==> config.mk <==
export PLATFORM = sky130hd
export DESIGN_NAME = dropfill_sorter
export DESIGN_NICKNAME = d
export VERILOG_FILES = /design/src/rtl/dropfill_pkg.sv /design/src/rtl/eye_conditioner.sv /design/src/rtl/slot_stack.sv /design/src/rtl/eject_driver.sv /design/src/rtl/dropfill_sorter.sv
export SDC_FILE = /design/constraint.sdc
export NUM_CORES = 1
export LEC_CHECK = 0
export BUFFER_PORTS_ARGS = -buffer_cell sky130_fd_sc_hd__buf_2
export CAP_MARGIN = 20
export CORE_MARGIN = 4
export CORE_UTILIZATION = 50
export DETAILED_ROUTE_END_ITERATION = 8
export PLACE_DENSITY = 0.71
export SYNTH_ARGS = -nofsm -noshare
export SYNTH_HDL_FRONTEND = slang
export SYNTH_HIERARCHICAL = 1
export SYNTH_SLANG_ARGS = --single-unit
==> constraint.sdc <==
create_clock -name clk -period 2.4 [get_ports clk]
set_input_delay 0.24 -clock clk [delete_from_list [all_inputs] [get_ports clk]]
set_output_delay 0.24 -clock clk [all_outputs]
set_load 0.005 [all_outputs]
==> src/rtl/dropfill_pkg.sv <==
package dropfill_pkg;
    // Operation applied to the stack in one clock
    typedef enum logic [1:0] {
        OP_IDLE   = 2'b00,
        OP_UNLOAD = 2'b01,
        OP_LOAD   = 2'b10,
        OP_BOTH   = 2'b11
    } stack_op_e;

    localparam int DEF_DEPTH    = 8;
    localparam int DEF_CODE_W   = 3;
    localparam int DEF_DEBOUNCE = 4;
endpackage

==> src/rtl/eye_conditioner.sv <==
module eye_conditioner #(
    parameter int DEBOUNCE = 4
) (
    input  logic clk,
    input  logic rst_n,
    input  logic eye_raw_i,
    output logic level_o,
    output logic unload_o
);
    localparam int DB_W = (DEBOUNCE < 2) ? 1 : $clog2(DEBOUNCE);

    typedef struct packed {
        logic            s1;
        logic            s2;
        logic            filt;
        logic [DB_W-1:0] cnt;
        logic            pulse;
    } eye_st_t;

    eye_st_t st_d, st_q;

    always_comb begin
        st_d       = st_q;
        st_d.s1    = eye_raw_i;
        st_d.s2    = st_q.s1;
        st_d.pulse = 1'b0;
        if (st_q.s2 == st_q.filt) begin
            st_d.cnt = '0;
        end else if (st_q.cnt == DB_W'(DEBOUNCE - 1)) begin
            st_d.cnt   = '0;
            st_d.filt  = st_q.s2;
            st_d.pulse = st_q.s2;
        end else begin
            st_d.cnt = st_q.cnt + 1'b1;
        end
    end

    always_ff @(posedge clk or negedge rst_n) begin
        if (!rst_n) st_q <= '0;
        else        st_q <= st_d;
    end

    assign level_o  = st_q.filt;
    assign unload_o = st_q.pulse;


    one_pulse_chk: assert property (@(posedge clk) disable iff (!rst_n)
        unload_o |=> !unload_o);

    pulse_level_chk: assert property (@(posedge clk) disable iff (!rst_n)
        unload_o |-> level_o && !$past(level_o));
endmodule

==> src/rtl/slot_stack.sv <==
module slot_stack
    import dropfill_pkg::*;
#(
    parameter int DEPTH  = 8,
    parameter int CODE_W = 3
) (
    input  logic                       clk,
    input  logic                       rst_n,
    input  logic                       load_i,
    input  logic [CODE_W-1:0]          code_i,
    input  logic                       unload_i,
    output logic [CODE_W-1:0]          bottom_code_o,
    output logic                       bottom_valid_o,
    output logic [$clog2(DEPTH+1)-1:0] count_o,
    output logic                       ovf_o,
    output logic                       unf_o
);
    localparam int CNT_W = $clog2(DEPTH + 1);

    typedef struct packed {
        logic [DEPTH-1:0][CODE_W-1:0] slot;
        logic [CNT_W-1:0]             cnt;
        logic                         ovf;
        logic                         unf;
    } stk_st_t;

    stk_st_t          st_d, st_q;
    stack_op_e        op;
    logic             want_load, want_unload;
    logic [CNT_W-1:0] mid_cnt;

    always_comb begin
        op          = stack_op_e'({load_i, unload_i});
        want_load   = 1'b0;
        want_unload = 1'b0;
        case (op)
            OP_LOAD:   want_load = 1'b1;
            OP_UNLOAD: want_unload = 1'b1;
            OP_BOTH: begin
                want_load   = 1'b1;
                want_unload = 1'b1;
            end
            default: ;
        endcase
    end

    always_comb begin
        st_d    = st_q;
        mid_cnt = st_q.cnt;
        // unload first: shift down, drop bottom
        if (want_unload) begin
            if (st_q.cnt == '0) begin
                st_d.unf = 1'b1;
            end else begin
                for (int i = 0; i < DEPTH - 1; i++) begin
                    st_d.slot[i] = st_q.slot[i+1];
                end
                st_d.slot[DEPTH-1] = '0;
                mid_cnt = st_q.cnt - 1'b1;
            end
        end
        // then load into the first free slot after the shift
        st_d.cnt = mid_cnt;
        if (want_load) begin
            if (mid_cnt == CNT_W'(DEPTH)) begin
                st_d.ovf = 1'b1;
            end else begin
                for (int i = 0; i < DEPTH; i++) begin
                    if (mid_cnt == CNT_W'(i)) st_d.slot[i] = code_i;
                end
                st_d.cnt = mid_cnt + 1'b1;
            end
        end
    end

    always_ff @(posedge clk or negedge rst_n) begin
        if (!rst_n) st_q <= '0;
        else        st_q <= st_d;
    end

    assign bottom_code_o  = st_q.slot[0];
    assign bottom_valid_o = (st_q.cnt != '0);
    assign count_o        = st_q.cnt;
    assign ovf_o          = st_q.ovf;
    assign unf_o          = st_q.unf;


    cnt_bound_chk: assert property (@(posedge clk) disable iff (!rst_n)
        st_q.cnt <= CNT_W'(DEPTH));

    load_grow_chk: assert property (@(posedge clk) disable iff (!rst_n)
        (load_i && !unload_i && st_q.cnt < CNT_W'(DEPTH)) |=> st_q.cnt == $past(st_q.cnt) + 1'b1);

    both_keep_chk: assert property (@(posedge clk) disable iff (!rst_n)
        (load_i && unload_i && st_q.cnt != '0) |=> $stable(st_q.cnt));

    shift_down_chk: assert property (@(posedge clk) disable iff (!rst_n)
        (unload_i && !load_i && st_q.cnt > 1) |=> st_q.slot[0] == $past(st_q.slot[1]));

    full_hold_chk: assert property (@(posedge clk) disable iff (!rst_n)
        (load_i && !unload_i && st_q.cnt == CNT_W'(DEPTH)) |=> $stable(st_q.slot) && st_q.ovf);

    ovf_sticky_chk: assert property (@(posedge clk) disable iff (!rst_n)
        st_q.ovf |=> st_q.ovf);

    unf_sticky_chk: assert property (@(posedge clk) disable iff (!rst_n)
        st_q.unf |=> st_q.unf);
endmodule

==> src/rtl/eject_driver.sv <==
module eject_driver #(
    parameter int          CODE_W      = 3,
    parameter logic [CODE_W-1:0] REJECT_CODE = 1
) (
    input  logic              clk,
    input  logic              rst_n,
    input  logic              level_i,
    input  logic              unload_i,
    input  logic [CODE_W-1:0] bottom_code_i,
    input  logic              bottom_valid_i,
    output logic              sort_valid_o,
    output logic [CODE_W-1:0] sort_code_o,
    output logic              eject_o
);
    typedef struct packed {
        logic [CODE_W-1:0] code;
        logic              valid;
    } hold_st_t;

    hold_st_t st_d, st_q;

    always_comb begin
        st_d = st_q;
        if (unload_i) begin
            st_d.valid = bottom_valid_i;
            st_d.code  = bottom_valid_i ? bottom_code_i : '0;
        end else if (!level_i) begin
            st_d.valid = 1'b0;
        end
    end

    always_ff @(posedge clk or negedge rst_n) begin
        if (!rst_n) st_q <= '0;
        else        st_q <= st_d;
    end

    assign sort_valid_o = level_i && st_q.valid;
    assign sort_code_o  = sort_valid_o ? st_q.code : '0;
    assign eject_o      = sort_valid_o && (st_q.code == REJECT_CODE);


    eject_level_chk: assert property (@(posedge clk) disable iff (!rst_n)
        eject_o |-> level_i);

    hold_steady_chk: assert property (@(posedge clk) disable iff (!rst_n)
        (sort_valid_o && level_i) |=> (!sort_valid_o || $stable(sort_code_o)));

    clear_on_gap_chk: assert property (@(posedge clk) disable iff (!rst_n)
        !level_i |-> !sort_valid_o);
endmodule

==> src/rtl/dropfill_sorter.sv <==
module dropfill_sorter
    import dropfill_pkg::*;
#(
    parameter int                DEPTH       = DEF_DEPTH,
    parameter int                CODE_W      = DEF_CODE_W,
    parameter int                DEBOUNCE    = DEF_DEBOUNCE,
    parameter logic [CODE_W-1:0] REJECT_CODE = 1
) (
    input  logic                       clk,
    input  logic                       rst_n,
    input  logic                       eye_raw,
    input  logic                       insp_valid,
    input  logic [CODE_W-1:0]          insp_code,
    output logic                       sort_valid,
    output logic [CODE_W-1:0]          sort_code,
    output logic                       eject,
    output logic [$clog2(DEPTH+1)-1:0] fill_count,
    output logic                       overflow_err,
    output logic                       underflow_err
);
    logic              eye_level, unload;
    logic [CODE_W-1:0] bottom_code;
    logic              bottom_valid;

    eye_conditioner #(.DEBOUNCE(DEBOUNCE)) eye_i (
        .clk       (clk),
        .rst_n     (rst_n),
        .eye_raw_i (eye_raw),
        .level_o   (eye_level),
        .unload_o  (unload)
    );

    slot_stack #(.DEPTH(DEPTH), .CODE_W(CODE_W)) stack_i (
        .clk            (clk),
        .rst_n          (rst_n),
        .load_i         (insp_valid),
        .code_i         (insp_code),
        .unload_i       (unload),
        .bottom_code_o  (bottom_code),
        .bottom_valid_o (bottom_valid),
        .count_o        (fill_count),
        .ovf_o          (overflow_err),
        .unf_o          (underflow_err)
    );

    eject_driver #(.CODE_W(CODE_W), .REJECT_CODE(REJECT_CODE)) drv_i (
        .clk            (clk),
        .rst_n          (rst_n),
        .level_i        (eye_level),
        .unload_i       (unload),
        .bottom_code_i  (bottom_code),
        .bottom_valid_i (bottom_valid),
        .sort_valid_o   (sort_valid),
        .sort_code_o    (sort_code),
        .eject_o        (eject)
    );


    empty_unload_chk: assert property (@(posedge clk) disable iff (!rst_n)
        (unload && !bottom_valid) |=> underflow_err);
endmodule

# Word level (Yosys, flattened, before mapping)
# Cells that the tools add are included.
# classes
n_bitwise	1
mux	25
n_reduce_logical	10
n_eq_ne	15
n_addsub	3
# ops
cell	n
24-bit two-way mux	2
3-bit two-way mux	10
29-bit two-way mux	1
28-bit two-way mux	1
4-bit by 3-bit == test with 1-bit output, second input constant	4
4-bit by 2-bit == test with 1-bit output, second input constant	2
4-bit logical NOT	2
4-bit two-way mux	2
1-bit two-way mux	7
2-bit == test, second input constant	3
2-bit AND reduction	3
4-bit by 1-bit adder with 4-bit output, second input constant	1
4-bit by 1-bit == test with 1-bit output, second input constant	1
4-bit == test, second input constant	1
2-bit two-way mux	2
4-bit nonzero test	1
2-bit OR reduction	2
4-bit by 1-bit subtractor with 4-bit output, second input constant	1
3-bit by 1-bit == test with 1-bit output, second input constant	1
2-bit by 1-bit adder with 2-bit output, second input constant	1
2-bit by 1-bit == test with 1-bit output, second input constant	1
1-bit logical AND	2
2-bit != test, second input constant	1
1-bit == test	1
1-bit NOT	1
# totals
elab_cells	72
register_bits	40
inputBits	7
output_inout_bits	11

# Longest topological paths before layout
# Gate-level depths: netlist of run 1.
# logic_depth
word_depth	8
depth_mapped	11
mapped_depth_nobuf	10

# Hierarchy
# The synthesis of run 1 kept the hierarchy.
# modules_own_cells
mod	area_per_inst_um2	cells_per_inst	instances	seq_area_each_um2
slot_stack	1806.7	155	1	750.7
eye_conditioner	209.0	12	1	150.1
eject_driver	190.2	19	1	100.1

# Worst setup path before layout of run 1
# Ideal clock, no wire load.
# synth_timing
path_type	register to register
from	register stack_i.st_q, in the netlist stack_i/count_o[0]
to	register stack_i.st_q, in the netlist stack_i/count_o[1]
setup_ns	0.125
path_buffers	1
t_arrival_ns	2.476
t_required_ns	2.275
synth_period_minus_slack_ns	2.601
path_stages_with_launch	11
setup_slack_ns	-0.201
cell_sequence	dfrtp_1 -> inv_1 -> ha_1 -> or3b_1 -> buf_6 -> a211o_1 -> clkinv_2 -> ha_1 -> nand2_1 -> o221a_2 -> mux2_2
# synth_lines
item	line_no	text
from (decl)	slot_stack.sv:27	stk_st_t st_d, st_q;
from (signal assigned)	slot_stack.sv:78	else st_q <= st_d;

==> results of run 1 <==
==> final cells by class <==
type                            instances  area [um2]
Fill cell                             347        1620
Multi-Input combinational cell        120        1110
Sequential cell                        40        1000
Timing Repair Buffer                   29         183
Clock buffer                            5        68.8
Tap cell                               50        62.6
Inverter                               13        51.3
Clock inverter                          3        42.5
==> cell usage after synthesis, drive strengths merged <==
cell     instances
a211o            1
a21oi            1
a221o            1
a22oi            1
a31o             1
and2             2
and2b            2
and3             5
and3b            1
and4bb           1
buf             12
clkbuf           1
clkinv           1
dfrtp           40
ha               6
inv             12
mux2             3
mux2i           47
nand2           10
nand3            3
nand4            1
nor2             6
nor2b            5
nor3             2
nor4b            2
nor4bb           1
o2111ai          2
o211ai           2
o21a             1
o21ai            4
o21bai           1
o221a            1
o32ai            1
or3b             2
xnor2            4
==> power by group <==
| group | internal [mW] | switching (mW) |
|---|---|---|
| Clock | 0.307 | 0.228 |
| Combinational | 0.610 | 0.673 |
| Sequential | 0.969 | 0.180 |
| Total | 1.89 | 1.08 |
==> stage by stage <==
step	TNS, ns	util, %	setup WS, ns	hold slack [ns]	instance area (um2)
after floorplan	-0.0481	-	-0.0481	-0.0556	2230
after CTS	0	59.7	0.0343	0.0421	2470
after detailed placement	-0.190	56.9	-0.0587	0.351	2360
final	0	60.8	0.0408	0.0550	2520
after global routing	-0.107	60.8	-0.0529	0.0265	2520
after global placement	0	56.9	0.0431	0.332	2360
==> repair_timing <==
action,CTS,global route
setup buffers,0,1
pin swaps,1,3
gates resized for setup,2,9
hold buffers,0,0
endpoints found under the setup margin,8,10
==> flip-flops by register name, summed over array words and instances, names as in the netlist <==
register	count
drv_i/st_q	4
eye_i/level_o	1
eye_i/st_d	1
eye_i/st_q	3
eye_i/unload_o	1
stack_i/bottom_code_o	3
stack_i/count_o	4
stack_i/ovf_o	1
stack_i/st_q	21
stack_i/unf_o	1
==> critical path, delay by kind of cell, from the launching register on <==
kind | cells | cell delay, ns
fa+ha+maj | 2 | 0.26
mux | 1 | 0.27
simple gates | 2 | 0.48
flops | 1 | 0.42
buf+inv | 2 | 0.15
compound gates | 2 | 0.65
==> worst paths after layout <==
kind | to | cells past startpoint | from
worst max-delay path | stack_i/count_o[1] | 9 | stack_i/count_o[1]
worst min-delay path | eye_i/st_d[4] | 1 | eye_raw
worst max register to register | stack_i/count_o[1] | 9 | stack_i/count_o[1]
worst min register to register | eye_i/st_q[4] | 0 | eye_i/st_d[4]
max in group asynchronous | stack_i/count_o[0] | 1 | rst_n
min in group asynchronous | stack_i/st_q[14] | 1 | rst_n
==> logic make-up (layout without fill, tap and decap cells) <==
group | count (synthesis) | count (layout)
flops | 40 | 40
mux | 50 | 50
compound gates | 17 | 17
xor+xnor | 4 | 4
fa+ha+maj | 6 | 6
simple gates | 43 | 43
buf+inv | 26 | 50
==> layer usage <==
metal  part of all wire [%]  global-route usage [%]  wire length, um
met2                     52                    30.0             2250
met5                      0                       0                0
met1                     43                    22.0             1880
met3                    4.3                    5.14              187
met4                   0.62                    6.13               27
==> results.json, run 1 <==
{
  "hold_viol_final": 0,
  "fin_cells": 260,
  "max_freq_mhz": 424,
  "cts_max_level": 2,
  "outcome": "finished clean",
  "power_mw": 2.97,
  "std_cell_rows": 23,
  "ys_seq_area_share_pct": 45.4,
  "portBuffers": 17,
  "drv_slew": 0,
  "start_kind": "register",
  "synth_fa_ha_area_share_pct": 3.40,
  "critPathKind": "register to register",
  "diodes": 0,
  "wl_um": 4350,
  "ioPinCount": 18,
  "syn_nets": 199,
  "synth_top_cell_area_share_pct": 45.4,
  "grt_pass1_wl_um": 7420,
  "period_share_pct": 98.3,
  "viasPerCell": 5.64,
  "clkTransAtPathRegs_ns": 0.08,
  "grt_pass1_vias": 1533,
  "drcViolationCount": 0,
  "ant_nets": 0,
  "worstMarginPinSlew_ns": 0.888,
  "synthTopCellsByArea": "dfrtp_1 (45%), mux2i_1 (21%), ha_1 (3.4%)",
  "num-nets-final": 222,
  "ys_ff_latch": 40,
  "clk_latency_ns": 0.29,
  "cpMostUsedCell": "ha_4",
  "synthSimpleGateAreaFrac_pct": 12.8,
  "arrival_ns": 2.54,
  "fin_skew_ns": 0.00634,
  "ys_warn_count": 6,
  "setup_viol": 0,
  "core_mm2": 0.00414,
  "synth_top_family_by_area": "multiplexers",
  "grt_overflow": 0,
  "start_util_pct": 53.2,
  "max_cap_viol_count": 0,
  "cts_buffer_depth": 2,
  "gp_congestion": 0.843,
  "synth_compound_area_share_pct": 6.58,
  "wl_per_cell_um": 16.7,
  "die_area_mm2": 0.00554,
  "muxShareOfSynthArea_pct": 22.9,
  "ir_worst_vdd_uv": 580,
  "crit_slowest_cell": "dfrtp_2",
  "path_cells": "inv_2 -> ha_4 -> or3b_4 -> a211o_4 -> inv_4 -> ha_4 -> nand2_2 -> o221a_4 -> mux2_2",
  "netlist_area_mm2": 0.00221,
  "crit_required_ns": 2.58,
  "power_density_mw_per_mm2": 1180,
  "layout_common_cells": "mux2i_1 (47), dfrtp_1 (38), buf_2 (17)",
  "gr-usage-all-layers_pct": 17.9,
  "p_leak_nw": 1.29,
  "dpl.hpwl_um": 3210,
  "cp_slowest_stage_delay_ns": 0.42,
  "grt_max_degree": 41,
  "regToRegSetupSlack_ns": 0.04,
  "mostFrequentLayoutCell": "mux2i_1",
  "hold_path_class": "input port to register",
  "cp_max_fo": 4,
  "rsz0062_at_grt": "true",
  "antenna_found_initial": 0,
  "maxSlewHeadroom_pct": 40.8,
  "cts_buffers": 5,
  "vias": 1466,
  "dr.pass1.iters": 4,
  "cts_tree": "yes",
  "postSynthCellCount": 186,
  "dp.cells": 251,
  "area_growth_syn_to_layout_pct": 14.3,
  "endpoint_kind": "register",
  "synth_xor_area_share_pct": 1.93,
  "yosysTopAreaCell": "dfrtp_1",
  "drive_gt1_share_pct": 32.4,
  "drt_iter0_markers": 59,
  "cts_root_buf": "clkbuf_8",
  "die_w_um": 74.4,
  "synth.avg_cell_area_um2": 11.9,
  "clock_sinks": 40,
  "min_period_ns": 2.36,
  "die_h_um": 74.4,
  "synth_cell_types": 45
}
Power figures use the tool's default switching activity.
==> inputs of run 2 (changes only) <==
SYNTH_HIERARCHICAL = default   (was 1)
==> results.json, run 2 <==
{
  "synth.avg_cell_area_um2": 11.5,
  "synthArstFlopShare_pct": 100,
  "tns_ns": 0,
  "fin_skew_ns": 0.00413,
  "std_cell_rows": 23,
  "synth_cell_types": 37,
  "die_area_mm2": 0.00535,
  "dpl.hpwl_um": 2840,
  "grt_overflow": 0,
  "core_mm2": 0.00406,
  "area_growth_syn_to_layout_pct": 10.9,
  "viasPerCell": 5.50,
  "clock_sinks": 40,
  "num-nets-final": 218,
  "pwr-share-seq_pct": 40.8,
  "period_share_pct": 95.2,
  "start_kind": "register",
  "ant_nets": 0,
  "comb_power_share_pct": 41.6,
  "endpoint_kind": "register",
  "start_util_pct": 52.3,
  "multi_input_area_um2": 986,
  "clk_latency_ns": 0.29,
  "postSynthCellCount": 184,
  "p_leak_nw": 1.23,
  "nFillCells": 350,
  "fin_area_mm2": 0.00235,
  "ys_warn_count": 0,
  "cts_buffer_depth": 2,
  "power_density_mw_per_mm2": 1140,
  "hold_path_class": "input port to asynchronous set/reset pin",
  "grt_pass1_wl_um": 6720,
  "yosysMostFrequentCell": "mux2i_1",
  "outcome": "finished clean",
  "dr.pass1.iters": 4,
  "grt_pass1_vias": 1416,
  "cp_max_fo": 4,
  "rsz0062_at_grt": "false",
  "diodes": 0,
  "max_freq_mhz": 438,
  "layout_common_cells": "mux2i_1 (47), dfrtp_1 (40), buf_2 (17)",
  "mostFrequentLayoutCell": "mux2i_1",
  "antenna_found_initial": 0,
  "cts_buffers": 5,
  "regArea_mm2": 0.00100,
  "yosysTopAreaCell": "dfrtp_1",
  "largest_reg_flops": 21,
  "setup_viol": 0,
  "arrival_ns": 2.47,
  "top_register": "stack_i.st_q",
  "ys_ff_latch": 40,
  "gr-usage-all-layers_pct": 16.5,
  "die_w_um": 73.1,
  "clkTransAtPathRegs_ns": 0.08,
  "worstMarginPinSlew_ns": 0.855,
  "syn_nets": 197,
  "pwr-share-clk_pct": 17.6,
  "p_sw_share_pct": 36.9,
  "crit_required_ns": 2.59,
  "drcViolationCount": 0,
  "wl_um": 3830,
  "synth_edf_count": 0,
  "netlist_area_mm2": 0.00212,
  "synth_top_cell_area_share_pct": 47.2,
  "synth_ff_type": "dfrtp_1",
  "synthTopCellsByArea": "dfrtp_1 (47%), mux2i_1 (22%), ha_1 (3.5%)",
  "drt_iter0_markers": 33,
  "ctsHoldBuffers": 0,
  "drv_slew": 0,
  "grt_max_degree": 41,
  "min_period_ns": 2.28,
  "cts_tree": "yes",
  "max_cap_viol_count": 0,
  "drive_gt1_share_pct": 21.8,
  "wl_per_cell_um": 15.0,
  "hold_viol_final": 0,
  "gp_congestion": 0.900,
  "synth_commonest_cells": "mux2i_1 (47), dfrtp_1 (40), inv_1 (15), nand2_1 (10), nor2_1 (9)",
  "die_h_um": 73.1,
  "vias": 1408,
  "cts_root_buf": "clkbuf_8",
  "cts_max_level": 2,
  "ys_seq_area_share_pct": 47.2,
  "place_area_mm2": 0.00223,
  "ioPinCount": 18,
  "portBuffers": 17,
  "critPathKind": "register to register",
  "regToRegSetupSlack_ns": 0.12,
  "ir_worst_vdd_uv": 651,
  "switching_power_uw": 990,
  "maxSlewHeadroom_pct": 43.0,
  "cell_internal_pwr_mw": 1.70
}
==> run 2: what timing repair did <==
action / 4_1_cts / 5_1_grt
setup buffers: 0 / 1
gates resized for setup: 0 / 6
setup endpoints to repair: 0 / 20
==> run 2: kinds of logic (layout without fill, tap and decap cells) <==
logic type                 Yosys count  in the layout  share of synthesized area, %
DFF                                 40             40                          47.2
buffers and inverters               27             49                          7.02
adders and majority gates            6              6                          3.54
AOI/OAI and AO/OA                   16             16                          6.25
muxes                               48             48                          22.7
and+or+nand+nor                     44             44                          12.0
xor gates and xnor gates             3              3                          1.24
==> run 2: per-layer routing <==
metal	vias to the layer above	wire length (um)	track usage, %	part of all wire (%)
met3	7	182	4.13	4.7
met5	-	0	0	0
met4	0	71	6.35	1.9
met1	691	1670	20.2	44
li1	679	-	-	-
met2	31	1910	27.7	50
==> run 2: final timing paths <==
check | start | end | depth (start not counted)
max in group asynchronous | rst_n | stack_i.st_q[22] | 1
min in group clk | eye_raw | eye_i.st_d[4] | 1
worst max register to register | stack_i.count_o[0] | stack_i.count_o[2] | 9
worst min-delay path | rst_n | eye_i.level_o | 1
worst max-delay path | stack_i.count_o[0] | stack_i.count_o[2] | 9
worst min register to register | eye_i.st_d[4] | eye_i.st_q[4] | 0
==> run 2: stage by stage <==
stage / instances / util, % / total power, mW / hold WS (ns) / setup slack, ns
global placement: 247 / 55.0 / 2.11 / 0.335 / 0.175
CTS: 255 / 57.4 / 2.68 / 0.0355 / 0.0570
floorplan: 184 / - / 1.92 / -0.0556 / 0.0670
global route: 256 / 58.0 / 2.90 / 0.0426 / 0.00753
finish: 256 / 58.0 / 2.69 / 0.0451 / 0.115
detailed placement: 247 / 55.0 / 2.20 / 0.336 / 0.0838
==> run 2: worst max-delay path, stage by stage (launching register included) <==
cell       delay (ns)
dfrtp_1          0.38
inv_1            0.06
ha_1             0.16
or3b_1           0.43
a211o_1          0.35
inv_2            0.10
ha_1             0.18
inv_1            0.07
o2111ai_1        0.19
a21bo_2          0.25
==> run 2: area by class of cell <==
class,instances,area share (%)
Clock inverter,2,0.638
Timing Repair Buffer,25,6.17
Clock buffer,6,3.51
Tap cell,50,2.66
Inverter,16,2.55
Sequential cell,40,42.6
Multi-Input combinational cell,117,41.9
==> run 2: power by group through the flow <==
stage	Clock [mW]	Sequential, mW	Combinational [mW]
CTS	0.493	1.10	1.09
floorplan	0	1.08	0.835
detailed placement	0	1.11	1.08
global route	0.516	1.14	1.25
finish	0.472	1.10	1.12
global placement	0	1.10	1.01
==> inputs of run 3 (changes only) <==
ABC_AREA = 1   (was default)
==> results.json, run 3 <==
{
  "outcome": "finished clean",
  "synthArstFlopShare_pct": 100,
  "num-nets-final": 276,
  "setup_viol": 0,
  "critPathKind": "register to register",
  "pwr-share-clk_pct": 16.7,
  "postCtsSetupRepairBufs": 0,
  "die_area_mm2": 0.00536,
  "crit_slowest_cell": "dfrtp_1",
  "synth_ff_type": "dfrtp_1",
  "max_cap_viol_count": 0,
  "synth_edf_count": 0,
  "diodes": 0,
  "gr-usage-all-layers_pct": 16.9,
  "antenna_found_initial": 0,
  "drive_gt1_share_pct": 17.9,
  "vias": 1561,
  "endpoint_kind": "register",
  "top_register": "stack_i.st_q",
  "cp_max_fo": 6,
  "crit_required_ns": 2.58,
  "power_density_mw_per_mm2": 1090,
  "grt_overflow": 0,
  "ant_nets": 0,
  "core_mm2": 0.00406,
  "start_util_pct": 52.4,
  "die_w_um": 73.2,
  "pwr-share-seq_pct": 43.2,
  "synthTopCellsByArea": "dfrtp_1 (47%), nand2_1 (11%), o21ai_0 (9.2%)",
  "cell_internal_pwr_mw": 1.52,
  "switching_power_uw": 981,
  "period_share_pct": 91.3,
  "tns_ns": 0,
  "yosysMostFrequentCell": "nand2_1",
  "synth.avg_cell_area_um2": 8.60,
  "die_h_um": 73.2,
  "timing.final.ws_setup_ns": 0.209,
  "arrival_ns": 2.37,
  "netlist_area_mm2": 0.00212,
  "wl_per_cell_um": 12.5,
  "grt_pass1_wl_um": 7030,
  "cts_tree": "yes",
  "drv_slew": 0,
  "wl_um": 3910,
  "ys_ff_latch": 40,
  "clock_sinks": 40,
  "cts_buffers": 5,
  "dr.pass1.iters": 4,
  "nFillCells": 386,
  "mostFrequentLayoutCell": "nand2_1",
  "start_kind": "register",
  "area_growth_syn_to_layout_pct": 7.77,
  "drcViolationCount": 0,
  "portBuffers": 17,
  "dpl.hpwl_um": 2720,
  "ctsHoldBuffers": 0,
  "place_ws_ns": 0.197,
  "cts_max_level": 2,
  "dp.cells": 306,
  "path_cells": "inv_1 -> ha_1 -> inv_1 -> nor2_4 -> nand2_2 -> nand2_8 -> xor2_4 -> inv_1 -> ha_1 -> inv_1 -> nor2_1 -> nand2_1 -> nand2_1 -> nand2_1 -> nand2_1",
  "largest_reg_flops": 21,
  "synth_commonest_cells": "nand2_1 (63), dfrtp_1 (40), o21ai_0 (39), inv_1 (36), nand3_1 (10)",
  "ys_seq_area_share_pct": 47.1,
  "fin_cells": 313,
  "fin_skew_ns": 0.00419,
  "min_period_ns": 2.19,
  "p_leak_nw": 1.17,
  "cp_slowest_stage_delay_ns": 0.42,
  "worstMarginPinSlew_ns": 0.870,
  "syn_nets": 260,
  "p_sw_share_pct": 39.3,
  "clk_latency_ns": 0.29,
  "gp_congestion": 0.746,
  "comb_power_share_pct": 40.2,
  "synth_cell_types": 32,
  "ioPinCount": 18,
  "grt_max_degree": 41,
  "yosysTopAreaCell": "dfrtp_1",
  "hold_viol_final": 0,
  "hold_path_class": "input port to register",
  "drt_iter0_markers": 73,
  "ys_warn_count": 0,
  "layout_common_cells": "nand2_1 (63), dfrtp_1 (40), o21ai_0 (39)",
  "postSynthCellCount": 247,
  "synth_top_cell_area_share_pct": 47.1,
  "cts_root_buf": "clkbuf_8",
  "clkTransAtPathRegs_ns": 0.07,
  "maxSlewHeadroom_pct": 42.0,
  "max_freq_mhz": 456,
  "ir_worst_vdd_uv": 545,
  "viasPerCell": 4.99,
  "grt_pass1_vias": 1480,
  "std_cell_rows": 23,
  "cts_buffer_depth": 2
}
run 3: worst max-delay path: cells and delay by family (launching register included):
kind	cells	cell delay (ns)
xor+xnor	1	0.22
fa+ha+maj	2	0.44
buf+inv	4	0.34
flops	1	0.42
simple gates	8	0.67
run 3: cell type report:
cell class                      instances  area [um2]  share of cell area, %
Clock inverter                          1        5.00                  0.219
Clock buffer                            6        72.6                   3.17
Sequential cell                        40        1000                   43.7
Tap cell                               50        62.6                   2.73
Multi-Input combinational cell        159         901                   39.3
Timing Repair Buffer                   19         100                   4.37
Inverter                               38         148                   6.45
run 3: final timing paths:
kind / from / to / slack [ns] / depth (start not counted)
hold / removal: eye_raw / eye_i.st_d[4] / 0.06 / 1
max in group asynchronous: rst_n / stack_i.ovf_o / 1.79 / 1
hold reg to reg: eye_i.st_d[4] / eye_i.st_q[4] / 0.35 / 0
setup / recovery: stack_i.count_o[0] / stack_i.count_o[0] / 0.21 / 15
min in group asynchronous: rst_n / eye_i.st_q[1] / 0.07 / 1
setup reg to reg: stack_i.count_o[0] / stack_i.count_o[0] / 0.21 / 15
run 3: power groups by stage:
stage               sequential [mW]  combinational (mW)  clock (mW)
floorplan                      1.06               0.833           0
CTS                            1.08                1.01       0.432
global route                   1.11                1.18       0.458
global placement               1.08               0.981           0
detailed placement             1.09                1.00           0
finish                         1.08                1.00       0.416
run 3: logic make-up after synthesis:
kind of cell             after synthesis  share of synthesized area (%)
adder cells (fa/ha/maj)                6                           3.53
buffers and inverters                 48                           10.7
flip-flops                            40                           47.1
AND/OR/NAND/NOR                       98                           23.4
XOR/XNOR                               2                           1.71
AO/OA/AOI/OAI                         53                           13.5
run 3: repair_timing:
action | in CTS | in global routing
endpoints found under the hold margin | 0 | 0
endpoints found under the setup margin | 0 | 3
resized for setup | 0 | 1
run 3: metal layers:
layer	track usage, %	wire length (um)	up-vias
li1	-	-	814
met1	23.2	1890	710
met2	26.3	1820	31
met3	3.31	144	6
met4	6.15	53	0
met5	0	0	-
run 3: per-stage QoR:
stage / utilization [%] / hold WS, ns / total power [mW] / instance area [um2]
global route: 56.4 / 0.0447 / 2.75 / 2290
global placement: 54.4 / 0.333 / 2.06 / 2210
CTS: 56.3 / 0.0448 / 2.52 / 2280
floorplan: - / -0.0556 / 1.89 / 2120
detailed placement: 54.4 / 0.337 / 2.10 / 2210
finish: 56.4 / 0.0578 / 2.50 / 2290
